### src/rtl/fcx_pkg.sv
package fcx_pkg;

  typedef enum logic [1:0] {
    UC_FORMAT = 2'b00,
    UC_RSVD   = 2'b01,
    UC_WRITE  = 2'b10,
    UC_READ   = 2'b11
  } ucmd_e;

  typedef enum logic [2:0] {
    ST_WAIT_HOST = 3'd0,
    ST_CAPTURE   = 3'd1,
    ST_IDLE      = 3'd2,
    ST_START     = 3'd3,
    ST_RUN       = 3'd4
  } fcx_state_e;

  localparam logic [1:0] HOST_RD = 2'b00;
  localparam logic [1:0] HOST_WR = 2'b01;

endpackage

### src/rtl/fcx_size_decode.sv
module fcx_size_decode #(
  parameter int SIZE_W      = 3,
  parameter int EXP_W       = 5,
  parameter int EXP_MIN     = 16,
  parameter int CODE_TOP    = 6,
  parameter bit RSVD_AS_TOP = 1'b1
) (
  input  logic [SIZE_W-1:0] code,
  output logic [EXP_W-1:0]  sect_exp
);

  logic [SIZE_W-1:0] eff_code;

  generate
    if (RSVD_AS_TOP) begin : g_clamp
      assign eff_code = (code > SIZE_W'(CODE_TOP)) ? SIZE_W'(CODE_TOP) : code;
    end else begin : g_pass
      assign eff_code = code;
    end
  endgenerate

  function automatic logic [EXP_W-1:0] to_exp(input logic [SIZE_W-1:0] c);
    return EXP_W'(EXP_MIN) + EXP_W'(c);
  endfunction

  assign sect_exp = to_exp(eff_code);

endmodule

### src/rtl/fcx_capacity.sv
module fcx_capacity #(
  parameter int          SECT_W = 48,
  parameter int          FNUM_W = 16,
  parameter int          EXP_W  = 5,
  parameter int unsigned BASE   = 32768
) (
  input  logic [SECT_W-1:0] disk_sectors,
  input  logic [EXP_W-1:0]  sect_exp,
  output logic [FNUM_W-1:0] max_files
);

  localparam longint unsigned MAXF = (64'd1 << FNUM_W) - 64'd1;

  function automatic logic [FNUM_W-1:0] files_fit(input logic [SECT_W-1:0] s,
                                                   input logic [EXP_W-1:0]  e);
    logic [SECT_W-1:0] q;
    if (s < SECT_W'(BASE)) return '0;
    q = (s - SECT_W'(BASE)) >> e;
    if (q > SECT_W'(MAXF)) return FNUM_W'(MAXF);
    return q[FNUM_W-1:0];
  endfunction

  assign max_files = files_fit(disk_sectors, sect_exp);

endmodule

### src/rtl/fcx_addr_gen.sv
module fcx_addr_gen
  import fcx_pkg::*;
#(
  parameter int          SECT_W      = 48,
  parameter int          FNUM_W      = 16,
  parameter int          EXP_W       = 5,
  parameter int unsigned BASE        = 32768,
  parameter int unsigned FMT_SECTORS = 8192
) (
  input  ucmd_e             ucmd,
  input  logic [FNUM_W-1:0] first_file,
  input  logic [FNUM_W-1:0] file_count,
  input  logic [EXP_W-1:0]  sect_exp,
  output logic [SECT_W-1:0] addr,
  output logic [SECT_W-1:0] len,
  output logic [1:0]        hcmd
);

  function automatic logic [SECT_W-1:0] run_start(input logic [FNUM_W-1:0] f,
                                                   input logic [EXP_W-1:0]  e);
    return SECT_W'(BASE) + (SECT_W'(f) << e);
  endfunction

  function automatic logic [SECT_W-1:0] run_len(input logic [FNUM_W-1:0] n,
                                                 input logic [EXP_W-1:0]  e);
    return SECT_W'(n) << e;
  endfunction

  always_comb begin
    case (ucmd)
      UC_FORMAT: begin
        addr = '0;
        len  = SECT_W'(FMT_SECTORS);
        hcmd = HOST_WR;
      end
      UC_WRITE: begin
        addr = run_start(first_file, sect_exp);
        len  = run_len(file_count, sect_exp);
        hcmd = HOST_WR;
      end
      default: begin
        addr = run_start(first_file, sect_exp);
        len  = run_len(file_count, sect_exp);
        hcmd = HOST_RD;
      end
    endcase
  end

endmodule

### src/rtl/fcx_ctrl.sv
module fcx_ctrl
  import fcx_pkg::*;
#(
  parameter int SECT_W = 48
) (
  input  logic              clk,
  input  logic              rst_n,
  input  logic              req,
  input  ucmd_e             ucmd,
  input  logic              host_busy,
  input  logic [SECT_W-1:0] host_sectors,
  input  logic [SECT_W-1:0] next_addr,
  input  logic [SECT_W-1:0] next_len,
  input  logic [1:0]        next_hcmd,
  output logic              busy,
  output logic              host_req,
  output logic [SECT_W-1:0] host_addr,
  output logic [SECT_W-1:0] host_len,
  output logic [1:0]        host_cmd,
  output logic [SECT_W-1:0] cap_q,
  output logic              issue_evt,
  output logic              done_evt
);

  fcx_state_e st;

  assign issue_evt = (st == ST_IDLE) && req && (ucmd != UC_RSVD);
  assign done_evt  = (st == ST_RUN) && !host_busy;
  assign busy      = (st != ST_IDLE);

  always_ff @(posedge clk) begin
    if (!rst_n) begin
      st        <= ST_WAIT_HOST;
      host_req  <= 1'b0;
      host_addr <= '0;
      host_len  <= '0;
      host_cmd  <= HOST_RD;
      cap_q     <= '0;
    end else begin
      case (st)
        ST_WAIT_HOST: if (!host_busy) st <= ST_CAPTURE;
        ST_CAPTURE: begin
          cap_q <= host_sectors;
          st    <= ST_IDLE;
        end
        ST_IDLE: if (issue_evt) begin
          host_addr <= next_addr;
          host_len  <= next_len;
          host_cmd  <= next_hcmd;
          host_req  <= 1'b1;
          st        <= ST_START;
        end
        ST_START: if (host_busy) begin
          host_req <= 1'b0;
          st       <= ST_RUN;
        end
        ST_RUN: if (done_evt) st <= ST_IDLE;
        default: st <= ST_WAIT_HOST;
      endcase
    end
  end

endmodule

### src/rtl/file_cmd_xlate.sv
module file_cmd_xlate
  import fcx_pkg::*;
#(
  parameter int          SIZE_W      = 3,
  parameter int          FNUM_W      = 16,
  parameter int          SECT_W      = 48,
  parameter int          EXP_MIN     = 16,
  parameter int          CODE_TOP    = 6,
  parameter int unsigned BASE        = 32768,
  parameter int unsigned FMT_SECTORS = 8192
) (
  input  logic              clk,
  input  logic              rst_n,
  input  logic [2:0]        size_code,
  input  logic              req,
  input  logic [1:0]        ucmd,
  input  logic [15:0]       first_file,
  input  logic [15:0]       file_count,
  output logic              busy,
  output logic [15:0]       max_files,
  output logic [1:0]        host_cmd,
  output logic [47:0]       host_addr,
  output logic [47:0]       host_len,
  output logic              host_req,
  input  logic              host_busy,
  input  logic [47:0]       host_sectors
);

  localparam int EXP_W = $clog2(EXP_MIN + (1 << SIZE_W) + 1);

  logic [EXP_W-1:0]  sect_exp;
  logic [SECT_W-1:0] next_addr;
  logic [SECT_W-1:0] next_len;
  logic [1:0]        next_hcmd;
  logic [SECT_W-1:0] cap_q;
  logic              issue_evt;
  logic              done_evt;
  ucmd_e             ucmd_t;

  assign ucmd_t = ucmd_e'(ucmd);

  fcx_size_decode #(
    .SIZE_W(SIZE_W), .EXP_W(EXP_W), .EXP_MIN(EXP_MIN),
    .CODE_TOP(CODE_TOP), .RSVD_AS_TOP(1'b1)
  ) i_dec (
    .code(size_code), .sect_exp(sect_exp)
  );

  fcx_capacity #(
    .SECT_W(SECT_W), .FNUM_W(FNUM_W), .EXP_W(EXP_W), .BASE(BASE)
  ) i_cap (
    .disk_sectors(cap_q), .sect_exp(sect_exp), .max_files(max_files)
  );

  fcx_addr_gen #(
    .SECT_W(SECT_W), .FNUM_W(FNUM_W), .EXP_W(EXP_W),
    .BASE(BASE), .FMT_SECTORS(FMT_SECTORS)
  ) i_agen (
    .ucmd(ucmd_t), .first_file(first_file), .file_count(file_count),
    .sect_exp(sect_exp), .addr(next_addr), .len(next_len), .hcmd(next_hcmd)
  );

  fcx_ctrl #(.SECT_W(SECT_W)) i_ctrl (
    .clk(clk), .rst_n(rst_n), .req(req), .ucmd(ucmd_t),
    .host_busy(host_busy), .host_sectors(host_sectors),
    .next_addr(next_addr), .next_len(next_len), .next_hcmd(next_hcmd),
    .busy(busy), .host_req(host_req), .host_addr(host_addr),
    .host_len(host_len), .host_cmd(host_cmd), .cap_q(cap_q),
    .issue_evt(issue_evt), .done_evt(done_evt)
  );

endmodule

### config.mk
export PLATFORM = sky130hd
export DESIGN_NAME = file_cmd_xlate
export DESIGN_NICKNAME = d
export VERILOG_FILES = /design/src/rtl/fcx_pkg.sv /design/src/rtl/fcx_size_decode.sv /design/src/rtl/fcx_capacity.sv /design/src/rtl/fcx_addr_gen.sv /design/src/rtl/fcx_ctrl.sv /design/src/rtl/file_cmd_xlate.sv
export SDC_FILE = /design/constraint.sdc
export NUM_CORES = 1
export LEC_CHECK = 0
export BUFFER_PORTS_ARGS = -buffer_cell sky130_fd_sc_hd__buf_2
export CAP_MARGIN = 10
export CORE_MARGIN = 10
export CORE_UTILIZATION = 50
export CTS_BUF_LIST = sky130_fd_sc_hd__clkbuf_16
export CTS_CLUSTER_DIAMETER = 40
export DETAILED_ROUTE_END_ITERATION = 8
export PLACE_DENSITY_LB_ADDON = 0.08
export SETUP_SLACK_MARGIN = 0.1
export SYNTH_ARGS = -nofsm -noshare
export SYNTH_HDL_FRONTEND = slang
export SYNTH_SLANG_ARGS = --single-unit
### constraint.sdc
create_clock -name clk -period 3.35 [get_ports clk]
set_input_delay 0.1675 -clock clk [delete_from_list [all_inputs] [get_ports clk]]
set_output_delay 0.1675 -clock clk [all_outputs]
set_load 0.05 [all_outputs]
==> qor.yml, run 1 <==
detail-route-antenna-nets: 0
gp_congestion: 0.9212
core-area_mm2: 0.01377
hold_path.class: "in2reg"
ys_ff_latch: 86
overflow: 0
num_io_pins: 205
vias: 6909
worst-path-max-fanout: 8
yosysSeqAreaShare_pct: 24.73
synth_top_flop_cell: "dfxtp_1"
synth.distinct_cells: 87
wl_per_cell_um: 19.60
p_clk_share_pct: 22.2
grt_max_degree: 52
arrival_ns: 3.07
postCtsHoldBufs: 0
die_w_um: 138.0
grt_setup_unrepaired: "yes"
antenna_found_initial: 1
max_freq_mhz: 308.8
swShare_pct: 44.35
postLayoutCoreUtil_pct: 61.41
power_frac_seq_pct: 24.4
combPwrFrac_pct: 53.4
root_buffer: "clkbuf_16"
dp_cells: 1135
async_flop_share_pct: 0
nFillCells: 1280
cts_made_buffers: 9
insertion_delay_ns: 0.35
period_minus_slack_ns: 3.238
max_slew_margin_pct: 49.52
setup_viol: 0
ctsLongestPathBuffers: 2
dr.pass1.iters: 7
cts_tree: "done"
internal-power_mw: 2.563
synthCells: 860
grt_pass1_vias: 6545
power_switching_mw: 2.042
p_per_area_mw_per_mm2: 544.4
synth_area_leaders: "dfxtp_1, mux2i_1, nand2_1"
cts_max_level: 3
cts_num_sinks: 86
dieArea_mm2: 0.01904
skew_ns: 0.008178
rows: 43
end_kind: "output port"
worst_slew_pin_slew_ns: 0.7544
routed_via_density: 5.880
portBuffers: 140
grt_pass1_wl_um: 34490
area_growth_pct: 21.52
stdcell_count: 1175
synth_top_area_cell: "dfxtp_1"
hold_viol: 0
grtUsageTotal_pct: 22.37
timing.final.crit_share_pct: 96.66
synth_top_area_share_pct: 24.73
wl_um: 23030
critPathLaunchType: "flop"
status: "finished, final reports clean"
fin_nets: 1080
drive_gt1_share_pct: 32.19
route.detailed.drc: 0
die_height_um: 138.0
ir_worst_vdd_mv: 0.2786
cap_violations: 0
syn_avg_cell_area_um2: 8.094
total_leakage_power_nw: 3.537
maxSlewViolCount: 0
dp_hpwl_um: 16860
netlist_area_mm2: 0.006960
yosys_warnings: 0
cts.clk_slew.worst_paths_ns: 0.07
crit_required_ns: 3.18
drtIter0Drc: 628
start_util_pct: 50.54
worstSetupPathType: "reg2out"
synth_edf_count: 0
[routing by layer]
| metal | track usage [%] | up-vias | routed length [um] |
|---|---|---|---|
| li1 | - | 3305 | - |
| met1 | 30.43 | 3278 | 9996 |
| met2 | 33.58 | 285 | 10370 |
| met3 | 5.507 | 41 | 2163 |
| met4 | 7.822 | 0 | 508 |
| met5 | 0 | - | 0 |
[per-stage QoR]
| stage | instance area [um2] | power, mW | setup slack (ns) | setup TNS [ns] | hold WS (ns) |
|---|---|---|---|---|---|
| 2_1_floorplan | 7141 | 2.702 | 0.1348 | 0 | 0.3124 |
| 3_3_place_gp | 7531 | 3.084 | 0.2057 | 0 | 0.4156 |
| 3_5_place_dp | 7531 | 3.106 | 0.1911 | 0 | 0.4260 |
| 4_1_cts | 8030 | 4.273 | 0.1056 | 0 | 0.06349 |
| 5_1_grt | 8456 | 4.803 | -0.004830 | -0.008802 | 0.06720 |
| 6_report | 8458 | 4.605 | 0.1118 | 0 | 0.05405 |
[critical path: stages (launching register included)]
cell     delay (ns)
dfxtp_4        0.36
or4_4          0.65
nor4_4         0.37
nand2_1        0.13
a31o_2         0.28
a41oi_4        0.32
nand2_4        0.22
a31oi_4        0.21
buf_6          0.18
[cells by family (layout without fill, tap and decap cells)]
family	after synthesis	count (layout)	synth area share (%)
simple gates	301	302	23.17
compound gates	230	230	23.17
buf+inv	131	216	11.79
mux	98	98	15.39
flops	86	86	24.73
xor+xnor	12	12	1.510
fa+ha+maj	1	1	0.1797
other cells	1	50	0.05388
[cell type report]
class	instances	area, um2	share of cell area [%]
antenna	1	2.502	0.02959
clock buffer	9	225.2	2.663
tap	180	225.2	2.663
multi-input combinational	692	4927	58.25
inverter	8	30.03	0.3550
clock inverter	6	62.56	0.7396
timing repair buffer	193	1241	14.67
sequential	86	1744	20.62
[cells in the final DEF (no fill, tap or decap), types with 6 or more instances in the layout]
master       n
a21boi_0    40
a21oi_1     32
a21oi_2     10
a22oi_1     17
a31oi_1      9
a31oi_4      6
a32oi_1      6
and2_1      22
buf_2      124
buf_4       54
buf_6        8
clkbuf_16   10
conb_1      49
dfxtp_1     74
dfxtp_2      9
inv_1        8
mux2_2      12
mux2i_1     79
mux4_2       6
nand2_1    122
nand3_1      9
nand4_1      8
nor2_1      36
nor2b_1     24
nor3_1      11
nor4_1       8
nor4_4       7
o21ai_0     43
o22ai_1      6
xnor2_1     10
[Yosys cell counts (17+ instances only)]
| master | count |
|---|---|
| nand2_1 | 123 |
| dfxtp_1 | 86 |
| mux2i_1 | 80 |
| buf_4 | 52 |
| o21ai_0 | 45 |
| clkbuf_1 | 41 |
| nor2_1 | 41 |
| a21boi_0 | 40 |
| a21oi_1 | 36 |
| nor2b_1 | 24 |
| and2_1 | 22 |
| a22oi_1 | 17 |
| a31oi_1 | 17 |
[path summary, 6_finish.rpt]
| kind | from | end | slack (ns) | depth (start not counted) |
|---|---|---|---|---|
| min reg2reg | i_ctrl.host_len[22] | i_ctrl.host_len[22] | 0.47 | 2 |
| max reg2reg | i_ctrl.st[1] | i_ctrl.host_addr[37] | 0.66 | 5 |
| min | host_sectors[33] | i_ctrl.cap_q[33] | 0.05 | 3 |
| max | i_ctrl.cap_q[17] | max_files[14] | 0.11 | 8 |
[sequential cells by signal, summed over array words and instances, names as in the netlist]
register	flops
i_ctrl.cap_q	33
i_ctrl.host_addr	24
i_ctrl.host_cmd	1
i_ctrl.host_len	24
i_ctrl.host_req	1
i_ctrl.st	3
[power groups by stage]
stage,registers (mW),logic [mW],clock network [mW]
2_1_floorplan,1.15,1.55,0
3_5_place_dp,1.14,1.96,0
4_1_cts,1.12,2.12,1.03
5_1_grt,1.13,2.60,1.07
6_report,1.13,2.46,1.02
3_3_place_gp,1.14,1.94,0
[what timing repair did]
| action | 4_1_cts | 5_1_grt |
|---|---|---|
| pin swaps | 10 | 33 |
| resized for setup | 37 | 69 |
| buffers inserted | 10 | 12 |
| gates cloned | 0 | 2 |
| setup endpoints to repair | 16 | 16 |
Power figures use the tool's default switching activity.
==> run 2: changes to the inputs <==
--- a/config.mk
+++ b/config.mk
@@ -5,6 +5,7 @@
 export SDC_FILE = /design/constraint.sdc
 export NUM_CORES = 1
 export LEC_CHECK = 0
+export ABC_AREA = 1
 export BUFFER_PORTS_ARGS = -buffer_cell sky130_fd_sc_hd__buf_2
 export CAP_MARGIN = 10
 export CORE_MARGIN = 10
@@ -12,6 +13,7 @@
 export CTS_BUF_LIST = sky130_fd_sc_hd__clkbuf_16
 export CTS_CLUSTER_DIAMETER = 40
 export DETAILED_ROUTE_END_ITERATION = 8
+export GPL_TIMING_DRIVEN = 0
 export PLACE_DENSITY_LB_ADDON = 0.08
 export SETUP_SLACK_MARGIN = 0.1
 export SYNTH_ARGS = -nofsm -noshare
==> run 2 against run 1 <==
Synthesized cell count is 19% higher; final cell count is 19% higher; sequential share of layout area rose by 1.7 points; register-to-register slack improved by 0.37 ns; fmax up 8.9%; synthesized area is 9.3% lower; clock-buffer cell count unchanged; clock power is 7% higher; clock skew increased by 0.0014 ns; combinational power up 9.3%; critical path depth is 9 higher.
==> qor.yml, run 2 <==
wl_um: 22740
antenna_found_initial: 1
die_w_um: 132.4
worst_r2r_endpoint: "i_ctrl.host_addr[29]"
synth_top_flop_cell: "dfxtp_1"
drtIter0Drc: 720
grtUsageTotal_pct: 24.44
worst-path-max-fanout: 10
combPwrFrac_pct: 52.9
end_kind: "output port"
crit_slowest_cell: "dfxtp_1"
cts_resized: 0
stdcell_count: 1397
setup_viol: 0
synth_top_area_share_pct: 27.28
largest_register: "i_ctrl.cap_q"
cts_setup_buffers: 0
placed_area_mm2: 0.007397
total_leakage_power_nw: 3.974
p_per_area_mw_per_mm2: 660.5
critPathLaunchType: "flop"
max_slew_margin_pct: 58.18
postCtsHoldBufs: 0
max_freq_mhz: 336.2
whs_endpoint: "i_ctrl.cap_q[31]"
reg2reg_depth: 10
dp_hpwl_um: 18400
internal-power_mw: 2.537
synth_top_cells_by_count: "nand2_1, nor2_1, o21ai_0"
detail-route-antenna-nets: 0
multi_input_area_mm2: 0.003804
vias: 7228
core-area_mm2: 0.01216
timing.final.crit_share_pct: 88.79
arrival_ns: 2.81
synthCells: 1025
fin_nets: 1313
setup_tns_ns: 0
grt_pass1_wl_um: 35230
dp_slack_ns: 0.7585
die_height_um: 132.4
nFillCells: 1239
hold_path.class: "in2reg"
grt_max_degree: 18
rows: 40
synth.distinct_cells: 41
yosys_warnings: 0
maxSlewViolCount: 0
rr_startpoint: "i_ctrl.st[2]"
ys_ff_latch: 86
synth_edf_count: 0
syn_avg_cell_area_um2: 6.157
synth_area_leaders: "dfxtp_1, nand2_1, o21ai_0"
status: "finished, final reports clean"
final_common_cell: "nand2_1"
crit_required_ns: 3.18
cts_num_sinks: 86
regArea_mm2: 0.001722
power_frac_seq_pct: 25.8
grt_setup_unrepaired: "no"
yosysSeqAreaShare_pct: 27.28
start_util_pct: 51.89
worstSetupPathType: "reg2out"
cpPeakStageDelay_ns: 0.30
final_cell_mix: "nand2_1, buf_2, nor2_1"
swShare_pct: 50.23
insertion_delay_ns: 0.36
r2r_slack_ns: 1.03
worstHoldStart: "host_sectors[31]"
cts_made_buffers: 9
p_clk_share_pct: 21.3
root_buffer: "clkbuf_16"
holdPathStages: 3
num_io_pins: 205
drive_gt1_share_pct: 21.09
crit_start: "i_ctrl.cap_q[15]"
skew_ns: 0.009570
worst_slew_pin_slew_ns: 0.6273
cts.clk_slew.worst_paths_ns: 0.07
overflow: 0
largest_reg_flops: 33
yosysMostFrequentCell: "nand2_1"
ir_worst_vdd_mv: 0.5013
portBuffers: 139
period_minus_slack_ns: 2.974
cap_violations: 0
route.detailed.drc: 0
routed_via_density: 5.174
cts_max_level: 3
dr.pass1.iters: 5
cts_tree: "done"
crit_chain: "inv_1, ha_1, nand2_2, nor2_2, nand2_1, nor2_1, nand3_1, nand2_1, nand3_1, nand2_1, nand3_2, nor2_8, buf_12, nand3_2, nand2_1, inv_1, buf_2"
hold_viol: 0
ctsLongestPathBuffers: 2
area_growth_pct: 22.26
setup_ws_ns: 0.3757
gp_congestion: 0.9820
wl_per_cell_um: 16.28
reg_top3: "i_ctrl.cap_q x33, i_ctrl.host_addr x24, i_ctrl.host_len x24"
crit_top_cell: "nand2_1"
design_area_mm2: 0.007716
async_flop_share_pct: 0
dieArea_mm2: 0.01752
grt_pass1_vias: 6609
dp_cells: 1380
netlist_area_mm2: 0.006311
synth_top_area_cell: "dfxtp_1"
power_switching_mw: 2.560
run 2: worst max-delay path by stage:
stage / cells after the start / to
3_5_place_dp: 17 / max_files[8]
5_1_grt: 17 / max_files[10]
4_1_cts: 17 / max_files[8]
2_1_floorplan: 15 / max_files[12]
3_3_place_gp: 17 / max_files[12]
6_report: 17 / max_files[8]
run 2: layer usage:
layer	GRT usage (%)	wire (um)	vias up
met1	32.28	9846	3161
met5	0	13	-
met2	36.05	9561	407
met3	9.832	2998	23
met4	5.990	320	2
li1	-	-	3635
run 2: final cells by class:
type / count / share of cell area, %
Buffer: 103 / 7.800
Tap cell: 168 / 2.724
Sequential cell: 86 / 22.31
Timing Repair Buffer: 139 / 9.016
Antenna cell: 1 / 0.03243
Multi-Input combinational cell: 787 / 49.29
Inverter: 97 / 4.719
Clock inverter: 7 / 1.184
Clock buffer: 9 / 2.919
run 2: through the flow:
| stage | total power [mW] | hold WS, ns | util, % |
|---|---|---|---|
| CTS | 5.048 | 0.02527 | 63.43 |
| floorplan | 3.343 | 0.3024 | - |
| global placement | 3.961 | 0.3924 | 60.82 |
| finish | 5.097 | 0.03164 | 63.45 |
| global route | 5.436 | 0.04098 | 63.43 |
| detailed placement | 3.965 | 0.3955 | 60.82 |
run 2: power groups by stage:
stage	sequential (mW)	combinational, mW	clock, mW
after floorplan	1.36	1.98	0
after global placement	1.33	2.63	0
after detailed placement	1.33	2.64	0
after CTS	1.31	2.65	1.09
after global routing	1.33	2.97	1.13
final	1.31	2.69	1.09
run 2: cell families after synthesis:
group                      share of synthesized area, %
muxes                                            0.7931
xor gates and xnor gates                          2.359
buffers and inverters                             15.31
AOI/OAI and AO/OA                                 17.43
other                                           0.05942
adders and majority gates                        0.1982
DFF                                               27.28
and+or+nand+nor                                   36.58
run 2: worst max-delay path, delay by kind of cell (launching register included):
family	cells	cell delay [ns]
fa+ha+maj	1	0.21
simple gates	12	1.46
buf+inv	4	0.48
flops	1	0.30
